### src/rtl/tcs_pkg.sv
package tcs_pkg;
   localparam int BYTE_W    = 8;
   localparam int FREQ_W    = 15;
   localparam int FREQ_HI_W = FREQ_W - BYTE_W;
   localparam int REF_W     = 5;
   localparam int CP_W      = 2;
   localparam int TEST_W    = 3;
   localparam int CNT_W     = $clog2(BYTE_W + 1);
   localparam int CP_LSB    = REF_W;
   localparam int TEST_LSB  = BYTE_W - TEST_W;

   typedef enum logic [2:0] {
      ST_IDLE,
      ST_ADDR,
      ST_AACK,
      ST_WDATA,
      ST_WACK,
      ST_RDATA,
      ST_RACK,
      ST_HALT
   } tcs_state_e;
endpackage

### src/rtl/tcs_sync_edge.sv
module tcs_sync_edge #(
   parameter int           STAGES  = 2,
   parameter int           W       = 1,
   parameter logic [W-1:0] RST_VAL = '0
) (
   input  logic         clk,
   input  logic         rst_n,
   input  logic [W-1:0] d_i,
   output logic [W-1:0] q_o,
   output logic [W-1:0] rise_o,
   output logic [W-1:0] fall_o
);
   logic [W-1:0] stg [STAGES];
   logic [W-1:0] prev_q;

   initial begin
      assert (STAGES >= 2) else $error("tcs_sync_edge: STAGES must be at least 2");
   end

   for (genvar g = 0; g < STAGES; g++) begin : g_stage
      if (g == 0) begin : g_first
         always_ff @(posedge clk or negedge rst_n) begin
            if (!rst_n) stg[g] <= RST_VAL;
            else        stg[g] <= d_i;
         end
      end else begin : g_next
         always_ff @(posedge clk or negedge rst_n) begin
            if (!rst_n) stg[g] <= RST_VAL;
            else        stg[g] <= stg[g-1];
         end
      end
   end

   always_ff @(posedge clk or negedge rst_n) begin
      if (!rst_n) prev_q <= RST_VAL;
      else        prev_q <= stg[STAGES-1];
   end

   assign q_o    = stg[STAGES-1];
   assign rise_o = q_o & ~prev_q;
   assign fall_o = ~q_o & prev_q;
endmodule

### src/rtl/tcs_bit_engine.sv
module tcs_bit_engine
   import tcs_pkg::*;
#(
   parameter int                 PFX_W  = 5,
   parameter int                 SEL_W  = 2,
   parameter logic [PFX_W-1:0]   PREFIX = 5'b11000
) (
   input  logic              clk,
   input  logic              rst_n,
   input  logic              scl,
   input  logic              sda,
   input  logic              scl_rise,
   input  logic              scl_fall,
   input  logic              sda_rise,
   input  logic              sda_fall,
   input  logic [SEL_W-1:0]  addr_sel,
   input  logic [BYTE_W-1:0] status_byte,
   output logic              sda_oe,
   output logic              byte_v,
   output logic [BYTE_W-1:0] byte_d,
   output logic              stop_p,
   output logic              seq_end,
   output logic              status_sent,
   output tcs_state_e        state_o
);
   initial begin
      assert (PFX_W + SEL_W == BYTE_W - 1) else $error("tcs_bit_engine: address fields must fill seven bits");
   end

   tcs_state_e        state_q;
   logic [CNT_W-1:0]  cnt_q;
   logic [BYTE_W-1:0] rx_q;
   logic [BYTE_W-1:0] tx_q;
   logic              rw_q;
   logic              mack_q;
   logic              start_c, stop_c;

   assign start_c = sda_fall & scl;
   assign stop_c  = sda_rise & scl;
   assign state_o = state_q;

   always_ff @(posedge clk or negedge rst_n) begin
      if (!rst_n) begin
         state_q     <= ST_IDLE;
         cnt_q       <= '0;
         rx_q        <= '0;
         tx_q        <= '0;
         rw_q        <= 1'b0;
         mack_q      <= 1'b1;
         sda_oe      <= 1'b0;
         byte_v      <= 1'b0;
         byte_d      <= '0;
         stop_p      <= 1'b0;
         seq_end     <= 1'b0;
         status_sent <= 1'b0;
      end else begin
         byte_v      <= 1'b0;
         status_sent <= 1'b0;
         stop_p      <= stop_c;
         seq_end     <= stop_c | start_c;
         if (stop_c) begin
            state_q <= ST_IDLE;
            sda_oe  <= 1'b0;
         end else if (start_c) begin
            state_q <= ST_ADDR;
            cnt_q   <= '0;
            sda_oe  <= 1'b0;
         end else begin
            unique case (state_q)
               ST_ADDR, ST_WDATA: begin
                  if (scl_rise) begin
                     rx_q  <= {rx_q[BYTE_W-2:0], sda};
                     cnt_q <= cnt_q + 1'b1;
                  end else if (scl_fall && cnt_q == CNT_W'(BYTE_W)) begin
                     if (state_q == ST_ADDR) begin
                        if (rx_q[BYTE_W-1:1] == {PREFIX, addr_sel}) begin
                           rw_q    <= rx_q[0];
                           state_q <= ST_AACK;
                           sda_oe  <= 1'b1;
                        end else begin
                           state_q <= ST_HALT;
                        end
                     end else begin
                        byte_v  <= 1'b1;
                        byte_d  <= rx_q;
                        state_q <= ST_WACK;
                        sda_oe  <= 1'b1;
                     end
                  end
               end
               ST_AACK, ST_WACK: begin
                  if (scl_fall) begin
                     cnt_q <= '0;
                     if (state_q == ST_AACK && rw_q) begin
                        state_q <= ST_RDATA;
                        tx_q    <= status_byte;
                        sda_oe  <= ~status_byte[BYTE_W-1];
                     end else begin
                        state_q <= ST_WDATA;
                        sda_oe  <= 1'b0;
                     end
                  end
               end
               ST_RDATA: begin
                  if (scl_fall) begin
                     if (cnt_q == CNT_W'(BYTE_W - 1)) begin
                        state_q     <= ST_RACK;
                        sda_oe      <= 1'b0;
                        status_sent <= 1'b1;
                     end else begin
                        cnt_q  <= cnt_q + 1'b1;
                        tx_q   <= {tx_q[BYTE_W-2:0], 1'b0};
                        sda_oe <= ~tx_q[BYTE_W-2];
                     end
                  end
               end
               ST_RACK: begin
                  if (scl_rise) begin
                     mack_q <= sda;
                  end else if (scl_fall) begin
                     if (!mack_q) begin
                        state_q <= ST_RDATA;
                        cnt_q   <= '0;
                        tx_q    <= status_byte;
                        sda_oe  <= ~status_byte[BYTE_W-1];
                     end else begin
                        state_q <= ST_HALT;
                     end
                  end
               end
               default: ;
            endcase
         end
      end
   end
endmodule

### src/rtl/tcs_pair_regs.sv
module tcs_pair_regs
   import tcs_pkg::*;
(
   input  logic              clk,
   input  logic              rst_n,
   input  logic              byte_v,
   input  logic [BYTE_W-1:0] byte_d,
   input  logic              seq_end,
   output logic [FREQ_W-1:0] freq_o,
   output logic [REF_W-1:0]  ref_o,
   output logic [CP_W-1:0]   cp_o,
   output logic [TEST_W-1:0] test_o,
   output logic              path_o,
   output logic              osc_o,
   output logic              refout_o,
   output logic              gp_o
);
   initial begin
      assert (REF_W + CP_W < BYTE_W) else $error("tcs_pair_regs: control byte A overflows");
      assert (TEST_W + 4 <= BYTE_W) else $error("tcs_pair_regs: control byte B overflows");
   end

   logic                 second_q;
   logic                 freq_pair_q;
   logic                 hi_pend_q;
   logic [FREQ_HI_W-1:0] hi_stage_q;
   logic                 ctl_unused;

   assign ctl_unused = byte_d[0];

   always_ff @(posedge clk or negedge rst_n) begin
      if (!rst_n) begin
         second_q    <= 1'b0;
         freq_pair_q <= 1'b0;
         hi_pend_q   <= 1'b0;
         hi_stage_q  <= '0;
         freq_o      <= '0;
         ref_o       <= '0;
         cp_o        <= '0;
         test_o      <= '0;
         path_o      <= 1'b0;
         osc_o       <= 1'b0;
         refout_o    <= 1'b1;
         gp_o        <= 1'b0;
      end else if (byte_v) begin
         if (!second_q) begin
            second_q    <= 1'b1;
            freq_pair_q <= ~byte_d[BYTE_W-1];
            if (!byte_d[BYTE_W-1]) begin
               hi_stage_q <= byte_d[FREQ_HI_W-1:0];
               hi_pend_q  <= 1'b1;
            end else begin
               cp_o  <= byte_d[CP_LSB +: CP_W];
               ref_o <= byte_d[REF_W-1:0];
            end
         end else begin
            second_q <= 1'b0;
            if (freq_pair_q) begin
               freq_o    <= {hi_stage_q, byte_d};
               hi_pend_q <= 1'b0;
            end else begin
               test_o   <= byte_d[TEST_LSB +: TEST_W];
               path_o   <= byte_d[4];
               osc_o    <= byte_d[3];
               refout_o <= byte_d[2];
               gp_o     <= byte_d[1];
            end
         end
      end else if (seq_end) begin
         second_q  <= 1'b0;
         hi_pend_q <= 1'b0;
         if (hi_pend_q) freq_o[FREQ_W-1:BYTE_W] <= hi_stage_q;
      end
   end
endmodule

### src/rtl/tuner_ctl_slave.sv
module tuner_ctl_slave
   import tcs_pkg::*;
#(
   parameter int               SYNC_STAGES = 2,
   parameter int               PFX_W       = 5,
   parameter int               SEL_W       = 2,
   parameter logic [PFX_W-1:0] ADDR_PREFIX = 5'b11000
) (
   input  logic              clk,
   input  logic              rst_n,
   input  logic              scl_i,
   input  logic              sda_i,
   input  logic [SEL_W-1:0]  addr_sel_i,
   input  logic              lock_i,
   output logic              sda_oe_o,
   output logic [FREQ_W-1:0] freq_word_o,
   output logic [REF_W-1:0]  ref_code_o,
   output logic [CP_W-1:0]   cp_level_o,
   output logic [TEST_W-1:0] test_sel_o,
   output logic              path_sel_o,
   output logic              osc_sel_o,
   output logic              refout_en_o,
   output logic              gp_port_o
);
   logic [1:0]        bus_q, bus_rise, bus_fall;
   logic              scl_s, sda_s;
   logic              lock_s, lock_unused_r, lock_unused_f;
   logic              byte_v, stop_p, seq_end, status_sent;
   logic [BYTE_W-1:0] byte_d, status_byte;
   tcs_state_e        state;
   logic              por_q, read_seen_q;

   tcs_sync_edge #(.STAGES(SYNC_STAGES), .W(2), .RST_VAL(2'b11)) u_bus_sync (
      .clk(clk), .rst_n(rst_n), .d_i({scl_i, sda_i}),
      .q_o(bus_q), .rise_o(bus_rise), .fall_o(bus_fall));

   tcs_sync_edge #(.STAGES(SYNC_STAGES), .W(1), .RST_VAL(1'b0)) u_lock_sync (
      .clk(clk), .rst_n(rst_n), .d_i(lock_i),
      .q_o(lock_s), .rise_o(lock_unused_r), .fall_o(lock_unused_f));

   assign scl_s = bus_q[1];
   assign sda_s = bus_q[0];
   assign status_byte = {por_q, lock_s, {(BYTE_W-2){1'b0}}};

   tcs_bit_engine #(.PFX_W(PFX_W), .SEL_W(SEL_W), .PREFIX(ADDR_PREFIX)) u_engine (
      .clk(clk), .rst_n(rst_n),
      .scl(scl_s), .sda(sda_s),
      .scl_rise(bus_rise[1]), .scl_fall(bus_fall[1]),
      .sda_rise(bus_rise[0]), .sda_fall(bus_fall[0]),
      .addr_sel(addr_sel_i), .status_byte(status_byte),
      .sda_oe(sda_oe_o), .byte_v(byte_v), .byte_d(byte_d),
      .stop_p(stop_p), .seq_end(seq_end), .status_sent(status_sent),
      .state_o(state));

   tcs_pair_regs u_regs (
      .clk(clk), .rst_n(rst_n), .byte_v(byte_v), .byte_d(byte_d), .seq_end(seq_end),
      .freq_o(freq_word_o), .ref_o(ref_code_o), .cp_o(cp_level_o), .test_o(test_sel_o),
      .path_o(path_sel_o), .osc_o(osc_sel_o), .refout_o(refout_en_o), .gp_o(gp_port_o));

   always_ff @(posedge clk or negedge rst_n) begin
      if (!rst_n) begin
         por_q       <= 1'b1;
         read_seen_q <= 1'b0;
      end else if (stop_p) begin
         if (read_seen_q) por_q <= 1'b0;
         read_seen_q <= 1'b0;
      end else if (status_sent) begin
         read_seen_q <= 1'b1;
      end
   end
endmodule

### config.mk
export PLATFORM = sky130hd
export DESIGN_NAME = tuner_ctl_slave
export DESIGN_NICKNAME = d
export VERILOG_FILES = /design/src/rtl/tcs_pkg.sv /design/src/rtl/tcs_sync_edge.sv /design/src/rtl/tcs_bit_engine.sv /design/src/rtl/tcs_pair_regs.sv /design/src/rtl/tuner_ctl_slave.sv
export SDC_FILE = /design/constraint.sdc
export NUM_CORES = 1
export LEC_CHECK = 0
export BUFFER_PORTS_ARGS = -buffer_cell sky130_fd_sc_hd__buf_4
export CORE_MARGIN = 2
export CORE_UTILIZATION = 50
export CTS_CLUSTER_DIAMETER = 50
export DETAILED_ROUTE_END_ITERATION = 10
export GPL_TIMING_DRIVEN = 0
export PLACE_DENSITY = 0.73
export SYNTH_ARGS = -nofsm -noshare
export SYNTH_HDL_FRONTEND = slang
export SYNTH_HIERARCHICAL = 1
export SYNTH_SLANG_ARGS = --single-unit
### constraint.sdc
create_clock -name clk -period 2.4 [get_ports clk]
set_input_delay 0.48 -clock clk [delete_from_list [all_inputs] [get_ports clk]]
set_output_delay 0.48 -clock clk [all_outputs]
set_load 0.05 [all_outputs]
# After elaboration in Yosys (flattened, before gate mapping)
# Cells that the tools add are included.
[totals]
elab_cells = 181
out_inout_bits = 30
regBits = 86
inputBits = 7
[classes]
n_eq_ne = 36
muxes = 70
add_sub_neg = 1
bitwise = 16
reduce_logical = 26
[ops]
columns = ["operator", "n"]
rows = [
  ["$mux 7", 10],
  ["$mux 3", 12],
  ["$mux 1", 33],
  ["$mux 4", 8],
  ["$mux 15", 2],
  ["$ne 3x2->1 const B", 7],
  ["$pmux 7 s3", 1],
  ["$ne 4x2->1 const B", 5],
  ["$reduce_and 9->1", 2],
  ["$pmux 4 s4", 1],
  ["$reduce_and 3->1", 5],
  ["$ne 2x2->1 const B", 6],
  ["$pmux 3 s4", 1],
  ["$reduce_and 4->1", 3],
  ["$reduce_and 10->1", 1],
  ["$eq 3x3->1 const B", 3],
  ["$not 1->1", 9],
  ["$ne 4x1->1 const B", 2],
  ["$reduce_and 8->1", 1],
  ["$eq 7x7->1", 1],
  ["$reduce_and 7->1", 1],
  ["$eq 3x2->1 const B", 2],
  ["$ne 2x1->1 const B", 3],
  ["$ne 3x3->1 const B", 2],
  ["20 further kinds", 28],
]

# Longest topological paths before layout
[logic_depth]
depth_word = 8
mapped_depth = 7
ltp_nobuf = 7

# Hierarchy
# Netlist, hierarchy kept.
[by_module_without_submodules]
columns = ["module", "area_each_um2", "cells_each", "seq_area_each_um2", "instances"]
rows = [
  ["tcs_bit_engine", 1871.8, 160, 927.1, 1],
  ["tcs_pair_regs", 1496.4, 92, 977.2, 1],
  ["tcs_sync_edge at u_bus_sync", 207.7, 12, 157.7, 1],
  ["tcs_sync_edge at u_lock_sync", 90.1, 5, 75.1, 1],
  ["tuner_ctl_slave", 72.6, 5, 51.3, 1],
]

# Least setup slack after synthesis
# No wires, ideal clock.
[synth_path]
kind = "reg2reg"
start = "reg u_bus_sync.prev_q[0]"
end = "reg u_engine.tx_q[1]"
required_ps = 2275
arrival_time_ps = 1979
synth_period_minus_slack_ps = 2105
path_stages_with_launch = 7
n_path_buf = 1
setup_time_ps = 125
path_slack_ps = 295
cell_sequence = "dfstp_2 > and2b_2 > o21ai_2 > nand2_1 > or4b_1 > buf_6 > mux2_4"
[synth_between]
elab_chain_cells = 5
elab_cells_between_ends = 8
classes_between = "7 x bitwise; 1 x reduce/logical"
[synth_rtl]
columns = ["element", "line_no", "text"]
rows = [
  ["from (decl)", "tcs_sync_edge.sv:14", "logic [W-1:0] prev_q;"],
  ["from (signal assigned)", "tcs_sync_edge.sv:36", "else prev_q <= stg[STAGES-1];"],
  ["$not 2->2", "tcs_sync_edge.sv:40", "assign rise_o = q_o & ~prev_q;"],
  ["$and 2x2->2", "tcs_sync_edge.sv:40", ""],
  ["named net bus_rise[0]", "tuner_ctl_slave.sv:25", "logic [1:0] bus_q, bus_rise, bus_fall;"],
  ["$and 1x1->1", "tcs_bit_engine.sv:39", "assign stop_c = sda_rise & scl;"],
  ["$not 1->1 (no line)", "--", ""],
  ["$reduce_and 10->1 (no line)", "--", ""],
  ["to (signal assigned)", "tcs_bit_engine.sv:96", "tx_q <= status_byte;"],
  ["to (signal assigned)", "tcs_bit_engine.sv:112", "tx_q <= {tx_q[BYTE_W-2:0], 1'b0};"],
  ["to (signal assigned)", "tcs_bit_engine.sv:124", "tx_q <= status_byte;"],
  ["to (decl)", "tcs_bit_engine.sv:33", "logic [BYTE_W-1:0] tx_q;"],
]
# The timed path passes the listed nets, and every way through them passes these cells.
# A chain may end at the register's enable or synchronous reset.

# Final worst setup path
[layout_path]
start = "reg u_bus_sync.prev_q[0]"
end = "reg u_engine.byte_d[4]"
[layout_between]
elab_chain_cells = 5
elab_cells_between_ends = 8
classes_between = "7 x bitwise; 1 x reduce/logical"
[layout_rtl]
columns = ["element", "line_no", "text"]
rows = [
  ["$not 2->2", "tcs_sync_edge.sv:40", ""],
  ["$and 2x2->2", "tcs_sync_edge.sv:40", ""],
  ["named net bus_rise[0]", "tuner_ctl_slave.sv:25", ""],
  ["$and 1x1->1", "tcs_bit_engine.sv:39", ""],
  ["$not 1->1 (no line)", "--", ""],
  ["$reduce_and 6->1 (no line)", "--", ""],
  ["to (signal assigned)", "tcs_bit_engine.sv:85", "byte_d <= rx_q;"],
  ["to (decl)", "tcs_bit_engine.sv:20", "output logic [BYTE_W-1:0] byte_d,"],
]
# The timed path passes the listed nets, and every way through them passes these cells.

==> results.json <==
{
  "outcome": "completed",
  "cts_buffer_depth": 2,
  "crit_path_max_incr_delay_ns": 0.53,
  "cp.required_ns": 2.63,
  "fmaxAchievable_mhz": 436,
  "fin_crit_sh_pct": 95.6,
  "finClkSkew_ns": 0.0154,
  "clk_pin_slew_ns": 0.08,
  "drt_drc_violations_left": 0,
  "rsz0062_at_grt": "no",
  "hold_path_class": "in2reg",
  "via_per_inst": 5.16,
  "final_common_cell": "dfrtp_1",
  "fillCellCount": 590,
  "dr.pass1.iters": 5,
  "port_buffers": 36,
  "first_global_vias": 2179,
  "fp.dieArea_sq_um": 8100,
  "drt-wirelength-per-cell_microns": 14.4,
  "cts_root_buffer": "clkbuf_8",
  "path_cells": "and2b_2 > o21ai_2 > inv_2 > nor3_1 > and3_1 > buf_2 > mux2_1",
  "clk_latency_ns": 0.35,
  "syn_area_sq_um": 3700,
  "cts_buffers": 9,
  "syn_area_per_cell_sq_um": 13.6,
  "start_util_pct": 51.3,
  "tns_ns": 0,
  "wirelength_microns": 6140,
  "hold_viol_final": 0,
  "vias": 2203,
  "layout_common_cells": "77 x dfrtp_1, 47 x mux2_2, 39 x buf_4, 16 x mux2_1, 14 x nand2_1",
  "syn_to_final_growth_pct": 17.5,
  "maxSlewHeadroom_pct": 30.3,
  "syn_inst": 271,
  "cts_setup_buffers": 0,
  "antennaDiodeCount": 0,
  "drive_gt1_share_pct": 41.2,
  "fin_util_pct": 60.2,
  "cp-start-kind": "register",
  "finish.net_count": 332,
  "grt_usage_pct": 16.1,
  "cp_slowest_cell": "dfstp_2",
  "maxSlewViolCount": 0,
  "rows": 31,
  "dp.cells": 411,
  "dp_hpwl_microns": 4240,
  "critPathKind": "reg2reg",
  "instances_no_fill": 427,
  "worst_slew_pin_slew_ns": 1.05,
  "crit_buf_inv": 2,
  "cts_tree": "built",
  "ios": 37,
  "max_cap_violations": 0,
  "finalSetupViolCount": 0,
  "p_per_area_nw_per_um2": 867,
  "drt_iter0_drc": 61,
  "ys_warn_count": 6,
  "crit_family": "simple AND/OR/NAND/NOR gates",
  "cts_resized": 0,
  "h-tree-depth": 3,
  "cp-end-kind": "register",
  "ir_worst_vdd_uv": 479,
  "p_leak_nw": 2.18,
  "grt_antenna_before_repair": 0,
  "grt_pass1_wl_microns": 10500,
  "rrSetupSlack_ns": 0.11,
  "die_w_microns": 90.0,
  "gp_congestion": 0.871,
  "worstPathArrival_ns": 2.52,
  "grt_start_max_net_pins": 87,
  "core_area_sq_um": 7210,
  "cts.sinks": 86,
  "die_y_microns": 90.0,
  "fin_crit_ns": 2.29,
  "cp_max_fo": 9,
  "ant_nets": 0,
  "grt-ovfl-total": 0,
  "cts_hold_buf": 0
}
-- stage by stage --
| stage | hold WS (ns) | instance area (sq um) | setup WS [ns] | power, mW |
|---|---|---|---|---|
| floorplan | 0.184 | 3720 | 0.295 | 2.45 |
| global placement | 0.333 | 4110 | 0.178 | 2.63 |
| detailed placement | 0.336 | 4110 | 0.143 | 2.65 |
| CTS | 0.220 | 4340 | 0.130 | 3.81 |
| global route | 0.221 | 4340 | 0.0186 | 3.98 |
| finish | 0.239 | 4340 | 0.106 | 3.77 |
-- flip-flops by register name, summed over array words and instances, names as in the netlist, 2 cells and up --
signal and flops:
u_bus_sync/q_o 2, u_engine/rx_q 8, u_engine/tx_q 7, u_regs/cp_o 2, u_regs/ref_o 5, u_regs/freq_o 15, u_engine/cnt_q 4, u_engine/byte_d 8
u_bus_sync/prev_q 2, u_regs/hi_stage_q 7, u_regs/test_o 3, u_engine/state_o 3, u_bus_sync/stg 2
-- routing by layer --
metal	wire length, microns	vias up	global-route usage, %
li1	-	1055	-
met1	3090	1106	23.6
met2	2780	33	23.1
met3	170	9	3.35
met4	102	0	7.31
met5	0	-	0
-- final timing paths --
check	startpoint	to	depth (start not counted)
worst max register to register	u_bus_sync/prev_q[0]	u_engine/byte_d[4]	7
max in group asynchronous	rst_n	u_regs/freq_o[9]	1
worst max-delay path	u_bus_sync/prev_q[0]	u_engine/byte_d[4]	7
worst min register to register	u_lock_sync/stg[1]	u_lock_sync/q_o	0
min in group asynchronous	rst_n	u_regs/cp_o[0]	1
worst min-delay path	scl_i	u_bus_sync/stg[3]	1
-- final cells by class --
class,count,area (sq um),share of cell area [%]
clock inverter,4,77.6,1.79
inverter,9,33.8,0.778
sequential,86,2160,49.8
clock buffer,12,155,3.57
timing repair buffer,36,270,6.22
buffer,9,63.8,1.47
multi-input combinational,172,1460,33.5
tap,99,124,2.85
-- power breakdown --
part	internal (mW)	switching [mW]
clock network	0.650	0.492
registers	1.62	0.122
logic	0.440	0.445
(Power assumes the default switching activity.)
